===== src/rtl/uopalu_pkg.sv =====
package uopalu_pkg;
  localparam int DATA_W = 8;
  localparam int SEL_W  = 4;

  localparam logic [SEL_W-1:0] OP_IDLE = 4'd0;
  localparam logic [SEL_W-1:0] OP_ANC  = 4'd1;
  localparam logic [SEL_W-1:0] OP_ARR  = 4'd2;
  localparam logic [SEL_W-1:0] OP_ASR  = 4'd3;
  localparam logic [SEL_W-1:0] OP_LAX  = 4'd4;
  localparam logic [SEL_W-1:0] OP_LAS  = 4'd5;
  localparam logic [SEL_W-1:0] OP_SBX  = 4'd6;
  localparam logic [SEL_W-1:0] OP_XAA  = 4'd7;

  typedef enum logic [1:0] {
    SH_PASS = 2'd0,
    SH_ROT  = 2'd1,
    SH_LSR  = 2'd2
  } shift_mode_e;

  // Rotate right with the old top bit fed back into the top
  function automatic logic [DATA_W-1:0] rot_keep_msb(input logic [DATA_W-1:0] v);
    return {v[DATA_W-1], v[DATA_W-1:1]};
  endfunction

  function automatic logic [DATA_W-1:0] shr_logical(input logic [DATA_W-1:0] v);
    return {1'b0, v[DATA_W-1:1]};
  endfunction

  // Subtract with one extra bit; top bit set means a borrow occurred
  function automatic logic [DATA_W:0] sub_wide(input logic [DATA_W-1:0] lhs,
                                               input logic [DATA_W-1:0] rhs);
    return {1'b0, lhs} - {1'b0, rhs};
  endfunction
endpackage


===== src/rtl/uopalu_shift.sv =====
module uopalu_shift
  import uopalu_pkg::*;
#(
  parameter int W = DATA_W
) (
  input  logic [W-1:0] masked,
  input  shift_mode_e  mode,
  output logic [W-1:0] result,
  output logic         carry
);
  always_comb begin
    unique case (mode)
      SH_ROT: begin
        result = rot_keep_msb(masked);
        carry  = masked[W-1];
      end
      SH_LSR: begin
        result = shr_logical(masked);
        carry  = masked[0];
      end
      default: begin
        result = masked;
        carry  = masked[W-1];
      end
    endcase
  end

  always_comb begin
    if (mode == SH_ROT)
      assert_rot_top_is_carry_R2: assert (result[W-1] == carry);
    if (mode == SH_LSR)
      assert_lsr_top_clear_R3: assert (result[W-1] == 1'b0);
  end
endmodule


===== src/rtl/uopalu_sbx.sv =====
module uopalu_sbx
  import uopalu_pkg::*;
#(
  parameter int W = DATA_W
) (
  input  logic [W-1:0] acc,
  input  logic [W-1:0] xr,
  input  logic [W-1:0] imm,
  output logic [W-1:0] diff,
  output logic         no_borrow
);
  logic [W-1:0] masked;
  logic [W:0]   wide;

  assign masked    = acc & xr;
  assign wide      = sub_wide(masked, imm);
  assign diff      = wide[W-1:0];
  assign no_borrow = ~wide[W];

  always_comb begin
    assert_carry_is_compare_R7: assert (no_borrow == (masked >= imm));
    assert_diff_restores_R6: assert (W'(diff + imm) == masked);
  end
endmodule


===== src/rtl/uopalu_nz.sv =====
module uopalu_nz #(
  parameter int W = 8
) (
  input  logic [W-1:0] value,
  output logic         neg,
  output logic         zero
);
  assign neg  = value[W-1];
  assign zero = ~|value;
endmodule


===== src/rtl/uopalu_top.sv =====
module uopalu_top
  import uopalu_pkg::*;
#(
  parameter int W = DATA_W
) (
  input  logic [SEL_W-1:0] op_sel,
  input  logic [W-1:0]     operand,
  input  logic [W-1:0]     a_in,
  input  logic [W-1:0]     x_in,
  input  logic [W-1:0]     sp_in,
  input  logic             c_in,
  input  logic             n_in,
  input  logic             z_in,
  input  logic             v_in,
  input  logic             d_in,
  output logic [W-1:0]     a_out,
  output logic [W-1:0]     x_out,
  output logic [W-1:0]     sp_out,
  output logic             a_we,
  output logic             x_we,
  output logic             sp_we,
  output logic             n_out,
  output logic             z_out,
  output logic             c_out,
  output logic             v_out,
  output logic             d_out
);
  logic [W-1:0] acc_masked;
  logic [W-1:0] sp_masked;
  logic [W-1:0] x_masked;
  logic [W-1:0] shift_res;
  logic         shift_c;
  logic [W-1:0] sbx_diff;
  logic         sbx_c;
  logic [W-1:0] flag_src;
  logic         nz_n;
  logic         nz_z;
  logic         supported;
  shift_mode_e  sh_mode;

  assign acc_masked = a_in & operand;
  assign sp_masked  = sp_in & operand;
  assign x_masked   = x_in & operand;
  assign supported  = (op_sel >= OP_ANC) && (op_sel <= OP_XAA);

  always_comb begin
    case (op_sel)
      OP_ARR:  sh_mode = SH_ROT;
      OP_ASR:  sh_mode = SH_LSR;
      default: sh_mode = SH_PASS;
    endcase
  end

  uopalu_shift #(.W(W)) u_shift (
    .masked (acc_masked),
    .mode   (sh_mode),
    .result (shift_res),
    .carry  (shift_c)
  );

  uopalu_sbx #(.W(W)) u_sbx (
    .acc       (a_in),
    .xr        (x_in),
    .imm       (operand),
    .diff      (sbx_diff),
    .no_borrow (sbx_c)
  );

  uopalu_nz #(.W(W)) u_nz (
    .value (flag_src),
    .neg   (nz_n),
    .zero  (nz_z)
  );

  always_comb begin
    a_out    = a_in;
    x_out    = x_in;
    sp_out   = sp_in;
    a_we     = 1'b0;
    x_we     = 1'b0;
    sp_we    = 1'b0;
    c_out    = c_in;
    flag_src = a_in;
    case (op_sel)
      OP_ANC, OP_ARR, OP_ASR: begin
        a_out    = shift_res;
        a_we     = 1'b1;
        c_out    = shift_c;
        flag_src = shift_res;
      end
      OP_LAX: begin
        a_out    = operand;
        x_out    = operand;
        a_we     = 1'b1;
        x_we     = 1'b1;
        flag_src = operand;
      end
      OP_LAS: begin
        a_out    = sp_masked;
        x_out    = sp_masked;
        sp_out   = sp_masked;
        a_we     = 1'b1;
        x_we     = 1'b1;
        sp_we    = 1'b1;
        flag_src = sp_masked;
      end
      OP_SBX: begin
        x_out    = sbx_diff;
        x_we     = 1'b1;
        c_out    = sbx_c;
        flag_src = sbx_diff;
      end
      OP_XAA: begin
        a_out    = x_masked;
        a_we     = 1'b1;
        flag_src = x_masked;
      end
      default: ;
    endcase
  end

  assign n_out = supported ? nz_n : n_in;
  assign z_out = supported ? nz_z : z_in;
  assign v_out = v_in;
  assign d_out = d_in;

  always_comb begin
    if (!supported)
      assert_idle_quiet_R9: assert (!a_we && !x_we && !sp_we && n_out == n_in
                                    && z_out == z_in && c_out == c_in);
    assert_hold_unwritten_R12: assert ((a_we || a_out == a_in) && (x_we || x_out == x_in)
                                       && (sp_we || sp_out == sp_in));
    if (supported)
      assert_nz_tracks_R10: assert (n_out == (x_we && !a_we ? x_out[W-1] : a_out[W-1])
                                    && z_out == ((x_we && !a_we ? x_out : a_out) == '0));
    if (op_sel == OP_LAS)
      assert_las_all_R5: assert (a_we && x_we && sp_we && a_out == x_out && x_out == sp_out);
  end
endmodule


===== config.mk =====
export PLATFORM = sky130hd
export DESIGN_NAME = uopalu_top
export DESIGN_NICKNAME = d
export VERILOG_FILES = /design/src/rtl/uopalu_pkg.sv /design/src/rtl/uopalu_shift.sv /design/src/rtl/uopalu_sbx.sv /design/src/rtl/uopalu_nz.sv /design/src/rtl/uopalu_top.sv
export SDC_FILE = /design/constraint.sdc
export NUM_CORES = 1
export LEC_CHECK = 0
export ABC_AREA = 1
export ABC_CLOCK_PERIOD_IN_PS = 1650
export BUFFER_PORTS_ARGS = -buffer_cell sky130_fd_sc_hd__buf_2
export CORE_MARGIN = 1.5
export CORE_UTILIZATION = 45
export DETAILED_ROUTE_END_ITERATION = 7
export GPL_TIMING_DRIVEN = 0
export PLACE_DENSITY = 0.88
export SYNTH_ARGS = -nofsm -noshare
export SYNTH_HDL_FRONTEND = slang
export SYNTH_HIERARCHICAL = 1
export SYNTH_SLANG_ARGS = --single-unit
export TNS_END_PERCENT = 20

===== constraint.sdc =====
create_clock -name vclk -period 1.65
set_input_delay 0.0825 -clock vclk [all_inputs]
set_output_delay 0.0825 -clock vclk [all_outputs]
set_load 0.02 [all_outputs]

; Word level (Yosys, flattened, before mapping)
; Index checks and enable logic that the tools add are counted.
[classes]
add_sub_neg = 1
n_mul = 0
n_div = 0
order_cmp = 2
eq_ne = 9
shift = 0
n_mux = 13
bitwise = 5
n_reduce_logical = 6
[op_table]
columns = cell, count
row1 = case mux 8 bit (5 select lines), 1
row2 = AND 8 bit, 4
row3 = case mux 8 bit (4 select lines), 1
row4 = case mux 8 bit (3 select lines), 1
row5 = == test 4 x 3 -> 1 bit (second input constant), 4
row6 = case mux 8 bit (2 select lines), 1
row7 = subtractor 8 x 8 -> 9 bit, 1
row8 = == test 4 x 2 -> 1 bit (second input constant), 2
row9 = 2-to-1 mux 8 bit, 1
row10 = OR reduction 8 bit, 1
row11 = 2-to-1 mux 1 bit, 6
row12 = OR reduction 3 bit, 2
row13 = OR reduction 6 bit, 1
row14 = == test 4 x 1 -> 1 bit (second input constant), 1
row15 = greater-or-equal comparator 4 x 1 -> 1 bit (second input constant), 1
row16 = <= comparator 4 x 3 -> 1 bit (second input constant), 1
row17 = case mux 2 bit (2 select lines), 1
row18 = == test 2 x 1 -> 1 bit (second input constant), 1
row19 = == test 2 bit (second input constant), 1
row20 = case mux 1 bit (2 select lines), 1
row21 = logical AND 1 bit, 1
row22 = zero test 1 bit, 1
row23 = inverter 1 bit, 1
[totals]
register_bits = 0
latchBits = 0
mem_bits_rw = 0
rom_bits = 0
inputBits = 41
word_cells = 36
memories = 0

; Logic depth before layout (Yosys ltp)
; Gate-level depths: netlist (run 1).
[logic_depth]
depth_word = 8
depth_mapped = 19

; Cells and area by module
; The synthesis (run 1) kept the hierarchy.
[by_module_without_submodules]
columns = module, instances, cells_each, area_each_um2, seq_area_each_um2
row1 = uopalu_top, 1, 234, 999.7, 0.0
row2 = uopalu_sbx, 1, 85, 459.2, 0.0
row3 = uopalu_shift, 1, 47, 202.7, 0.0
row4 = uopalu_nz, 1, 8, 33.8, 0.0

; Least setup slack after synthesis (run 1)
; No wires, ideal clock.
[synth_path]
kind = input to output
startpoint = input port op_sel[1]
endpoint = output port z_out
t_arrival_ns = 1.800
t_required_ns = 1.567
path_slack_ns = -0.232
cell_stages = 15
path_cell_list = clkbuf_2 > nand2_1 > nor2_1 > inv_1 > ha_1 > buf_6 > nor2_1 > nor2_1 > nand2_1 > nand3_1 > nor2_1 > nand2_1 > nor2_1 > o21ai_0 > nand2_1
[synth_between]
elab_chain_cells = 8
word_cells_on_any_way = 19
[synth_lines]
columns = item, line_no
row1 = start: declaration, uopalu_top.sv:6  ; input logic [SEL_W-1:0] op_sel,
row2 = == test 4 x 2 -> 1 bit, uopalu_top.sv:47  ; case (op_sel)
row3 = case mux 2 bit (2 select lines) (*), uopalu_top.sv:47
row4 = via sh_mode[0], uopalu_top.sv:39  ; shift_mode_e sh_mode;
row5 = == test 2 bit / == test 2 x 1 -> 1 bit (equally long branches), n/a
row6 = case mux 8 bit (2 select lines) (*), uopalu_shift.sv:12  ; unique case (mode)
row7 = via shift_res[7], uopalu_top.sv:31  ; logic [W-1:0] shift_res;
row8 = case mux 8 bit (5 select lines) (*), uopalu_top.sv:84  ; case (op_sel)
row9 = via flag_src[7], uopalu_top.sv:35  ; logic [W-1:0] flag_src;
row10 = OR reduction 8 bit (*), uopalu_nz.sv:9  ; assign zero = ~|value;
row11 = zero test 1 bit (*), uopalu_nz.sv:9
row12 = via nz_z, uopalu_top.sv:37  ; logic nz_z;
row13 = 2-to-1 mux 1 bit (*), uopalu_top.sv:123  ; assign z_out = supported ? nz_z : z_in;
row14 = end: declaration, uopalu_top.sv:23  ; output logic z_out,
; Mark *: on every way through the listed nets, which the timed path passes. The rest lies on a longest branch.

; Worst setup path in the final report (run 1)
[layout_path]
startpoint = input port x_in[0]
endpoint = output port z_out
[layout_between]
elab_chain_cells = 6
word_cells_on_any_way = 7
[layout_lines]
columns = item, line_no
row1 = start: declaration, uopalu_top.sv:9  ; input logic [W-1:0] x_in,
row2 = AND 8 bit, uopalu_sbx.sv:15  ; assign masked = acc & xr;
row3 = subtractor 8 x 8 -> 9 bit, uopalu_pkg.sv:32  ; return {1'b0, lhs} - {1'b0, rhs};
row4 = via sbx_diff[6], uopalu_top.sv:33  ; logic [W-1:0] sbx_diff;
row5 = case mux 8 bit (5 select lines), uopalu_top.sv:84
row6 = via flag_src[6], uopalu_top.sv:35
row7 = OR reduction 8 bit, uopalu_nz.sv:9
row8 = zero test 1 bit, uopalu_nz.sv:9
row9 = via nz_z, uopalu_top.sv:37
row10 = 2-to-1 mux 1 bit, uopalu_top.sv:123
; The timed path passes the listed nets, and every way through them passes these cells.

==> results of run 1 <==
[power by group]
| part | total, mW | internal [mW] | switching (mW) |
|---|---|---|---|
| logic | 0.749 | 0.293 | 0.456 |
| registers | 0 | 0 | 0 |
| clock network | 0 | 0 | 0 |
[worst paths after layout]
check    end  slack, ns     from  depth (start not counted)
max    z_out      -0.50  x_in[0]                         20
min    d_out       0.38     d_in                          2
[kinds of logic after synthesis]
| logic type | Yosys count | share of synthesized area (%) |
|---|---|---|
| simple gates | 258 | 64.1 |
| fa+ha+maj | 11 | 8.56 |
| xor+xnor | 3 | 1.55 |
| buf+inv | 85 | 20.4 |
| compound gates | 17 | 5.39 |
[repair_timing]
item,CTS,global route
setup buffers,8,2
setup endpoints to repair,14,19
pin swaps,20,12
gates resized for setup,35,24
[cell usage in the layout (no fill, tap or decap), drive strengths merged]
cell,synthesis,layout
nand2,165,165
buf,7,87
inv,76,76
nor2,44,44
nand3,36,36
o21ai,12,12
ha,10,10
nand4,8,8
a21oi,4,4
xnor2,3,3
or2,2,2
clkbuf,2,2
nand3b,2,2
nor3,1,1
o211ai,1,1
fa,1,1
[routing by layer]
metal / track usage, % / vias to the layer above / part of all wire, %
li1: - / 1285 / -
met1: 35.7 / 1163 / 41
met2: 51.4 / 130 / 49
met3: 1.23 / 25 / 7.3
met4: 12.0 / 0 / 2.9
met5: 0 / - / 0
[metrics by stage]
step	setup WS (ns)	TNS (ns)
after floorplan	-0.138	-0.165
after global placement	-0.626	-2.07
after detailed placement	-0.677	-2.46
after CTS	-0.416	-1.31
after global routing	-0.607	-3.90
final	-0.499	-2.10
[cell type report]
type	count	area share, %
buffer	9	2.46
inverter	76	11.7
multi-input combinational	289	63.3
tap	48	2.46
timing repair buffer	80	20.1
==> results.toml, run 1 <==
[die]
start_util_pct = 46.7
pin_count = 73
die_w_um = 64.4
chipHeight_um = 64.4
die-area_mm2 = 0.00414
rows = 22
core_mm2 = 0.00363

[setup_path]
crit_path_end_kind = "primary output"
required_ns = 1.57
critical-path-top-delay-family = "simple AND/OR/NAND/NOR gates"
crit_path_start_kind = "input pin"
worst-setup-path-type = "input pin to primary output"
path_common_cell = "nand2_1"
worstPathCellList = "buf_8 -> nand2_8 -> ha_4 -> fa_2 -> inv_1 -> nand2_1 -> nand2_2 -> nand3b_4 -> nand3_2 -> nand2_1 -> nand3_2 -> nand2_1 -> nor2_1 -> nand3_1 -> nor2_1 -> nand2_1 -> nor2_1 -> o21ai_1 -> nand2_2 -> buf_6"
path_max_fanout = 3
cpMaxStageDelayCell = "fa_2"
cpPeakStageDelay_ns = 0.34
cp.buffers_inverters = 3
worst-endpoint-arrival_ns = 2.07

[timing]
drv_slew = 0
tightest_slew_ns = 0.834
setup_violations = 19
grt_setup_unrepaired = "true"
max_slew_margin_pct = 44.2
fmax_mhz = 465
whs_ns = 0.382
hold_violations = 0
fin_ws_ns = -0.499
fin_crit_ns = 2.15
min_period_over_period_pct = 130

[synthesis]
yosys-top-cells-count = "164 x nand2_1, 75 x inv_1, 39 x nor2_1"
ys_seq_area_share_pct = 0
synth_cells = 374
synth.avg_cell_area_um2 = 4.53
ys_warn_count = 6
synth_area_mm2 = 0.00170
synth_top_area_share_pct = 36.3
synth.distinct_cells = 26
yosys.area.top_type = "nand2_1"
synthMostInstantiatedCell = "nand2_1"
synth.net_count = 426
synth_area_leaders = "nand2_1 36%, inv_1 17%, nand3_1 11%"

[final_layout]
final_area_mm2 = 0.00244
layout-area-overhead-vs-synth_pct = 44.1
n_antenna_cell = 0
seq_cell_count = 0
fin_nets = 508
instances_no_fill = 502
fillers = 329
post-route-util_pct = 67.3
drive_above_1_share_pct = 31.9
seqCellArea_um2 = 0
multiInputGateArea_mm2 = 0.00155
clock_buffers = 0

[grt]
first_global_vias = 2316
grtUsageTotal_pct = 28.8
grt_overflow = 0
grt_pass1_wl_mm = 9.82
grt_start_max_net_pins = 11
grt_antenna_before_repair = 0

[place]
portBuffers = 70
place_area_mm2 = 0.00216
dpl.cell_count = 492
post-dp-hpwl_mm = 4.19
gp_congestion = 0.915

[pwr]
p_leak_nw = 1.66
power_density_mw_per_mm2 = 307
peakVddDrop_mv = 0.140
p_total_uw = 749

[drt]
firstDrtPassIters = 5
routed_wl_mm = 6.26
drc = 0
drt-initial-drc-count = 256
dr_total_vias = 2603
vias_per_cell = 5.19
postRouteAntennaNets = 0
wl_per_cell_um = 12.5

[run_status]
status = "finished, violations left"
violations = "setup timing"

[clocking]
cts_hold_buf = 0

[worst_hold_path]
worstHoldPathType = "input pin to primary output"

[run]
cap_violations = 0
(Power assumes the default switching activity.)
==> run 2: changes to the inputs <==
ABC_CLOCK_PERIOD_IN_PS = 2100   (was 1650)
PLACE_DENSITY = 0.85   (was 0.88)
clock period = 2.1 ns   (was 1.65 ns; I/O delays follow)
==> run 2 against run 1 <==
The run still ends with setup timing left. Global-route usage fell by 2.6 points. Die area is the same. Design area decreased by 2.6%. Non-clock buffer count is 4 lower. Largest power group unchanged. Highest routed layer unchanged.
==> results.toml, run 2 (same netlist as run 1, synthesis figures left out) <==
[place]
place_area_mm2 = 0.00211
post-dp-hpwl_mm = 4.11
portBuffers = 70
gp_congestion = 0.917
dpl.cell_count = 492

[grt]
grt_pass1_wl_mm = 8.98
grt_overflow = 0
grt_antenna_before_repair = 0
met2_usage_pct = 48.2
grt_start_max_net_pins = 11
first_global_vias = 2083
grt_use_met1_pct = 34.4
use_met3_pct = 0.352
grtUsageTotal_pct = 26.2
grt_busiest_layer = "met2"

[die]
die-area_mm2 = 0.00414
rows = 22
die_w_um = 64.4
core_mm2 = 0.00363
pin_count = 73
chipHeight_um = 64.4
start_util_pct = 46.7

[setup_path]
cp.depth = 21
worst-setup-path-type = "input pin to primary output"
cpMaxStageDelayCell = "fa_2"
crit_path_start_kind = "input pin"
startpoint = "x_in[0]"
crit_path_end_kind = "primary output"
critical-path-top-delay-family = "simple AND/OR/NAND/NOR gates"
worstPathCellList = "buf_8 -> nand2_4 -> ha_4 -> fa_2 -> inv_1 -> nand2_1 -> nand2_2 -> nand3b_4 -> nand2_1 -> nand2_1 -> nand2_2 -> nand3_2 -> nand2_1 -> nor2_1 -> nand3_1 -> nor2_1 -> nand2_1 -> nor2_1 -> o21ai_1 -> nand2_1 -> buf_6"
crit_path_end = "z_out"
cp.buffers_inverters = 3
cpPeakStageDelay_ns = 0.35
path_common_cell = "nand2_1"
required_ns = 2.00
worst-endpoint-arrival_ns = 2.11
path_max_fanout = 2

[final_layout]
seqCellArea_um2 = 0
fillers = 373
layout.cells.most_common_list = "156 x nand2_1, 71 x inv_1, 68 x buf_2"
clock_buffers = 0
post-route-util_pct = 65.5
final_area_mm2 = 0.00238
fin_nets = 504
seq_cell_count = 0
drive_above_1_share_pct = 29.1
layout-area-overhead-vs-synth_pct = 40.4
n_antenna_cell = 0
final_common_cell = "nand2_1"
instances_no_fill = 498

[timing]
grt_setup_unrepaired = "true"
fin_ws_ns = -0.115
tightest_slew_ns = 0.859
min_period_over_period_pct = 105
hold_violations = 0
drv_slew = 0
fmax_mhz = 451
setup-tns-final_ns = -0.115
max_slew_margin_pct = 42.5
setup_violations = 1
fin_crit_ns = 2.22

[clocking]
cts_hold_buf = 0

[drt]
routed_wl_mm = 6.01
dr_total_vias = 2537
firstDrtPassIters = 7
postRouteAntennaNets = 0
drc = 0
wl_per_cell_um = 12.1
vias_per_cell = 5.09
drt-initial-drc-count = 132

[worst_hold_path]
worstHoldPathType = "input pin to primary output"

[run]
cap_violations = 0

[run_status]
violations = "setup timing"
status = "finished, violations left"

[pwr]
peakVddDrop_mv = 0.113
p_leak_nw = 1.66
power_density_mw_per_mm2 = 244
-- run 2: metrics by stage --
stage               power, mW  setup WS [ns]  hold WS (ns)
floorplan               0.324          0.173         0.323
global placement        0.473         -0.225         0.428
detailed placement      0.482         -0.255         0.428
CTS                     0.511        -0.0481         0.428
global route            0.631         -0.206         0.434
finish                  0.580         -0.115         0.427
-- run 2: how the worst min path moves through the flow --
| stage | from | to | slack, ns | cells past startpoint |
|---|---|---|---|---|
| floorplan | d_in | d_out | 0.32 | 1 |
| global route | d_in | d_out | 0.43 | 2 |
| CTS | d_in | d_out | 0.43 | 2 |
| global placement | d_in | d_out | 0.43 | 2 |
| detailed placement | d_in | d_out | 0.43 | 2 |
| finish | d_in | d_out | 0.43 | 2 |
-- run 2: area by class of cell --
class / instances / area, um2 / share of cell area [%]
multi-input cells: 289 / 1550 / 65.0
repair buffers: 76 / 428 / 18.0
inverters: 76 / 285 / 12.0
plain buffers: 9 / 60.1 / 2.52
well taps: 48 / 60.1 / 2.52
-- run 2: what timing repair did --
action | CTS | global route
pin swaps | 13 | 28
gates cloned | 0 | 0
gates resized for setup | 24 | 28
buffers inserted | 3 | 3
endpoints found under the setup margin | 1 | 2
-- run 2: report_power, final --
part	switching, mW	total (mW)	internal (mW)
clock	0	0	0
sequential	0	0	0
combinational	0.353	0.580	0.227
total	0.353	0.580	0.227
-- run 2: per-layer routing --
layer / up-vias / part of all wire, %
met1: 1137 / 41
li1: 1279 / -
met5: - / 0
met3: 8 / 7.4
met4: 0 / 2.3
met2: 113 / 49
